### config.mk
export PLATFORM = sky130hd
export DESIGN_NAME = pulse_train_gen
export DESIGN_NICKNAME = d
export VERILOG_FILES = /design/src/rtl/ptg_pkg.sv /design/src/rtl/ptg_timebase.sv /design/src/rtl/ptg_burst.sv /design/src/rtl/ptg_outstage.sv /design/src/rtl/pulse_train_gen.sv
export SDC_FILE = /design/constraint.sdc
export NUM_CORES = 1
export LEC_CHECK = 0
export ABC_AREA = 1
export BUFFER_PORTS_ARGS = -buffer_cell sky130_fd_sc_hd__buf_2
export CORE_ASPECT_RATIO = 1.5
export CORE_UTILIZATION = 55
export DETAILED_ROUTE_END_ITERATION = 8
export PLACE_DENSITY = 0.79
export SLEW_MARGIN = 15
export SYNTH_ARGS = -nofsm -noshare
export SYNTH_HDL_FRONTEND = slang
export SYNTH_SLANG_ARGS = --single-unit
### constraint.sdc
create_clock -name clk -period 5.5 [get_ports clk]
set_input_delay 0.275 -clock clk [delete_from_list [all_inputs] [get_ports clk]]
set_output_delay 0.275 -clock clk [all_outputs]
set_load 0.01 [all_outputs]
### src/rtl/ptg_pkg.sv
package ptg_pkg;
   // Output stage variant: direct decode or one extra register stage.
   typedef enum logic {
      OUT_COMB = 1'b0,
      OUT_REG  = 1'b1
   } out_style_e;

   localparam int MIN_PERIOD = 2;
endpackage

### src/rtl/ptg_timebase.sv
module ptg_timebase #(
   parameter int PER_W = 16
) (
   input  logic             clk,
   input  logic             rst_n,
   input  logic             clr,
   input  logic             start,
   input  logic             run,
   input  logic [PER_W-1:0] period,
   output logic [PER_W-1:0] phase,
   output logic             wrap
);
   localparam logic [PER_W-1:0] MINP = PER_W'(ptg_pkg::MIN_PERIOD);

   logic [PER_W-1:0] eff_period;
   logic [PER_W-1:0] last_tick;

   // Periods under the minimum are stretched to it.
   assign eff_period = (period < MINP) ? MINP : period;
   assign last_tick  = eff_period - PER_W'(1);
   assign wrap       = run && (phase >= last_tick);

   always_ff @(posedge clk or negedge rst_n) begin
      if (!rst_n)          phase <= '0;
      else if (clr)        phase <= '0;
      else if (start)      phase <= '0;
      else if (wrap)       phase <= '0;
      else if (run)        phase <= phase + PER_W'(1);
   end
endmodule

### src/rtl/ptg_burst.sv
module ptg_burst #(
   parameter int CNT_W = 16
) (
   input  logic             clk,
   input  logic             rst_n,
   input  logic             clr,
   input  logic             start,
   input  logic [CNT_W-1:0] load,
   input  logic             wrap,
   output logic             busy,
   output logic             done
);
   logic [CNT_W-1:0] remaining;

   assign busy = (remaining != '0);

   always_ff @(posedge clk or negedge rst_n) begin
      if (!rst_n) begin
         remaining <= '0;
         done      <= 1'b0;
      end else if (clr) begin
         remaining <= '0;
         done      <= 1'b0;
      end else if (start) begin
         remaining <= load;
         done      <= (load == '0);
      end else if (wrap && busy) begin
         remaining <= remaining - CNT_W'(1);
         if (remaining == CNT_W'(1)) done <= 1'b1;
      end
   end
endmodule

### src/rtl/ptg_outstage.sv
module ptg_outstage #(
   parameter int                    PER_W     = 16,
   parameter ptg_pkg::out_style_e   OUT_STYLE = ptg_pkg::OUT_COMB
) (
   input  logic             clk,
   input  logic             rst_n,
   input  logic             enable,
   input  logic             busy,
   input  logic [PER_W-1:0] phase,
   input  logic [PER_W-1:0] active_ticks,
   input  logic             invert,
   output logic             pulse_out
);
   logic level_mode;
   logic active;

   assign level_mode = (active_ticks == '0);
   assign active     = enable && busy && (level_mode || (phase < active_ticks));

   generate
      if (OUT_STYLE == ptg_pkg::OUT_REG) begin : g_reg
         logic act_q;
         always_ff @(posedge clk or negedge rst_n) begin
            if (!rst_n) act_q <= 1'b0;
            else        act_q <= active;
         end
         assign pulse_out = (act_q && enable) ^ invert;
      end else begin : g_comb
         assign pulse_out = active ^ invert;
      end
   endgenerate
endmodule

### src/rtl/pulse_train_gen.sv
module pulse_train_gen #(
   parameter int                  PER_W     = 16,
   parameter int                  CNT_W     = 16,
   parameter ptg_pkg::out_style_e OUT_STYLE = ptg_pkg::OUT_COMB
) (
   input  logic                 clk,
   input  logic                 rst_n,
   input  logic                 enable,
   input  logic                 cfg_we,
   input  logic [2*PER_W-1:0]   cfg_data,
   input  logic                 cnt_we,
   input  logic [CNT_W-1:0]     cnt_data,
   input  logic                 invert,
   output logic                 pulse_out,
   output logic                 done
);
   localparam int CFG_W = 2 * PER_W;

   generate
      if (PER_W < 2)  begin : g_bad_per  $error("PER_W must be at least 2"); end
      if (CNT_W < 1)  begin : g_bad_cnt  $error("CNT_W must be at least 1"); end
   endgenerate

   logic [CFG_W-1:0] cfg_q;
   logic             clr;
   logic             start;
   logic             run;
   logic             wrap;
   logic [PER_W-1:0] phase;

   // Configuration is retained regardless of enable.
   always_ff @(posedge clk or negedge rst_n) begin
      if (!rst_n)      cfg_q <= '0;
      else if (cfg_we) cfg_q <= cfg_data;
   end

   assign clr   = !enable;
   assign start = enable && cnt_we;

   ptg_timebase #(.PER_W(PER_W)) u_tb (
      .clk    (clk),
      .rst_n  (rst_n),
      .clr    (clr),
      .start  (start),
      .run    (run),
      .period (cfg_q[PER_W-1:0]),
      .phase  (phase),
      .wrap   (wrap)
   );

   ptg_burst #(.CNT_W(CNT_W)) u_burst (
      .clk   (clk),
      .rst_n (rst_n),
      .clr   (clr),
      .start (start),
      .load  (cnt_data),
      .wrap  (wrap),
      .busy  (run),
      .done  (done)
   );

   ptg_outstage #(.PER_W(PER_W), .OUT_STYLE(OUT_STYLE)) u_out (
      .clk          (clk),
      .rst_n        (rst_n),
      .enable       (enable),
      .busy         (run),
      .phase        (phase),
      .active_ticks (cfg_q[CFG_W-1:PER_W]),
      .invert       (invert),
      .pulse_out    (pulse_out)
   );
endmodule

==> flow_metrics.py <==
metrics = {
    "sta": {
        "fin_crit_ns": 3.52,
        "rsz0062_at_grt": "false",
        "max_slew.worst_pin.slew_ns": 0.824,
        "slew_headroom_pct": 45.1,
        "setup_tns_ns": 0,
        "period_share_pct": 64.0,
        "hold_viol_final": 0,
        "fin_skew_ns": 0.00582,
        "timing.fmax_mhz": 284,
        "slew_violations": 0,
        "finalSetupViolCount": 0,
    },
    "synth": {
        "yosysSeqAreaShare_pct": 36.8,
        "async_reset_ff_share_pct": 100,
        "syn_avg_cell_area_um2": 7.41,
        "synth_top_area_share_pct": 36.8,
        "syn_nets": 685,
        "yosys-top-cells-count": "nand2_1, inv_1, dfrtp_1",
        "synth.distinct_cells": 37,
        "syn_area_um2": 4420,
        "synth.top_cells.by_area": "dfrtp_1, nand2_1, ha_1, inv_1, o21ai_0",
        "synth_top_area_cell": "dfrtp_1",
        "ys_seq_elements": 65,
        "post-synth-top-count-cell": "nand2_1",
        "synth-edff-count": 0,
        "ys_warn_count": 0,
        "synth_cells": 596,
        "ys.flop_type": "dfrtp_1",
    },
    "critical_path": {
        "crit_family": "simple AND/OR/NAND/NOR gates",
        "cp-start-kind": "flip-flop",
        "crit_fanout": 16,
        "crit_top_cell": "nand2_1",
        "critPathRequiredTime_ns": 5.70,
        "cpPeakStageDelay_ns": 0.45,
        "critPathBufInv": 1,
        "critPathArrivalTime_ns": 3.72,
        "cp_slowest_cell": "dfrtp_1",
        "critPathCaptureType": "flip-flop",
        "crit_type": "flip-flop to flip-flop",
        "path_cells": "nor2_1 -> nand2_1 -> nor3_1 -> nand2_1 -> nand2_1 -> ha_1 -> inv_1 -> nor2_1 -> nand2_1 -> nor3_1 -> xor2_1 -> ha_1 -> nand4_1 -> nor3_1 -> nand2_1 -> a21oi_4 -> o21ai_0",
    },
    "cts": {
        "clock-sinks": 65,
        "path_clk_slew_ns": 0.06,
        "hold_buffers": 0,
        "clockBufferDepth": 2,
        "clk_latency_ns": 0.34,
        "cts_tree": "done",
        "cts_buffers": 9,
        "cts_max_level": 3,
        "cts.repair.resized": 0,
        "clockRootBuffer": "clkbuf_16",
        "cts_setup_buffers": 0,
    },
    "detailed_routing": {
        "dr_wl_met2_um": 5450,
        "firstDrtPassIters": 4,
        "wl_met3_um": 374,
        "drc": 0,
        "vias": 4013,
        "drt_iter0_markers": 154,
        "drt-met1-wl_um": 4190,
        "vias_per_cell": 5.30,
        "top_layer": "met4",
        "wl_per_cell_um": 13.8,
        "ant_nets": 0,
        "finalWirelength_um": 10500,
    },
    "run": {
        "maxCapViolations": 0,
    },
    "place": {
        "routabilityCongestion": 0.923,
        "place_inst": 741,
        "port_buffers": 55,
        "hpwlAfterDp_um": 7740,
    },
    "final_layout": {
        "antenna_cells": 0,
        "area_delta_synth_final_pct": 14.9,
        "nets": 739,
        "fill_cells": 658,
        "utilization_pct": 65.8,
        "drive_gt1_share_pct": 15.4,
        "stdcell_count": 757,
    },
    "worst_hold_path": {
        "holdCritPathClass": "primary input to asynchronous set/reset pin",
    },
    "pwr": {
        "peakVddDrop_mv": 0.241,
        "power.leakage_nw": 2.58,
        "p_per_area_nw_per_um2": 285,
        "power_mw": 1.45,
    },
    "floorplan": {
        "start_util_pct": 57.3,
        "core_area_um2": 7710,
        "die_area_um2": 8400,
        "num_rows": 39,
        "fp.dieW_um": 75.2,
        "io_pins": 56,
        "die_h_um": 112,
    },
    "global_route": {
        "grt_pass1_wl_um": 17500,
        "grt_usage_pct": 27.7,
        "antenna_found_initial": 0,
        "grt_pass1_vias": 4012,
        "grt_max_degree": 66,
        "overflow": 0,
    },
    "outcome": {
        "status": "complete, no violations",
    },
}
cell usage in the layout, fill, tap and decap left out, types with 2 or more instances in the layout:
cell	synthesis	routed
nand3_1	14	14
clkbuf_16	0	9
nand2_1	161	161
bufinv_16	0	2
xnor2_1	3	3
nand2_2	4	4
o21ai_1	3	3
a21oi_2	4	4
nand4_1	10	10
nand2_4	2	2
nor4_1	5	5
mux2_2	7	7
nor2_2	3	3
buf_2	0	55
dfrtp_1	65	65
a21oi_1	24	24
clkinv_2	1	3
xor2_1	16	16
inv_2	4	4
clkbuf_8	0	2
nor3_1	17	17
a22oi_1	5	5
nor2_1	61	61
a21boi_0	2	2
inv_1	72	72
ha_1	35	35
o21ai_0	54	54
through the flow:
step | hold slack, ns | worst slack (ns) | cell area (um^2)
after floorplan | -0.0206 | 2.59 | 4420
after global placement | 0.476 | 2.25 | 4740
after detailed placement | 0.484 | 2.13 | 4740
after CTS | 0.137 | 2.02 | 5070
after global routing | 0.150 | 1.61 | 5070
final | 0.119 | 1.98 | 5070
sequential cells by signal, summed over array words and instances (netlist names):
name,flops
u_burst.remaining,16
u_burst.done,1
cfg_q,32
u_tb.phase,16
report_power, final:
part           switching (mW)  internal [mW]  total [mW]  leakage, nW
Clock                   0.211          0.419       0.630        0.162
Combinational           0.165         0.0976       0.263         1.58
Sequential             0.0359          0.517       0.553        0.831
Total                   0.412           1.03        1.45         2.58
path summary, 6_finish.rpt:
| check | cells past startpoint | from | to | slack, ns |
|---|---|---|---|---|
| min | 2 | rst_n | u_burst.remaining[1]$_DFFE_PN0P_ | 0.12 |
| min reg2reg | 2 | u_burst.done$_DFFE_PN0P_ | u_burst.done$_DFFE_PN0P_ | 0.50 |
| max reg2reg | 17 | cfg_q[5]$_DFFE_PN0P_ | u_burst.remaining[15]$_DFFE_PN0P_ | 1.98 |
| min in group clk | 3 | cfg_data[12] | cfg_q[12]$_DFFE_PN0P_ | 0.14 |
| max | 17 | cfg_q[5]$_DFFE_PN0P_ | u_burst.remaining[15]$_DFFE_PN0P_ | 1.98 |
| max in group asynchronous | 2 | rst_n | cfg_q[0]$_DFFE_PN0P_ | 4.85 |
final cells by class:
class	instances	area, um^2	share of cell area, %
clock buffers	11	253	4.98
inverters	77	290	5.72
clock inverters	5	77.6	1.53
repair buffers	56	283	5.57
well taps	102	128	2.52
multi-input cells	441	2420	47.6
flip-flops and latches	65	1630	32.1
kinds of logic after synthesis:
family	after synthesis	share of synthesized area, %
simple gates	283	27.1
compound gates	97	12.2
fa+ha+maj	35	9.92
xor+xnor	19	3.77
mux	7	1.79
buf+inv	90	8.44
flops	65	36.8
per-layer routing:
layer	GRT usage, %	up-vias
li1	-	2038
met1	31.0	1831
met2	47.1	110
met3	5.79	34
met4	15.9	0
met5	0	-
No activity file was read; power rests on OpenSTA's default activity.
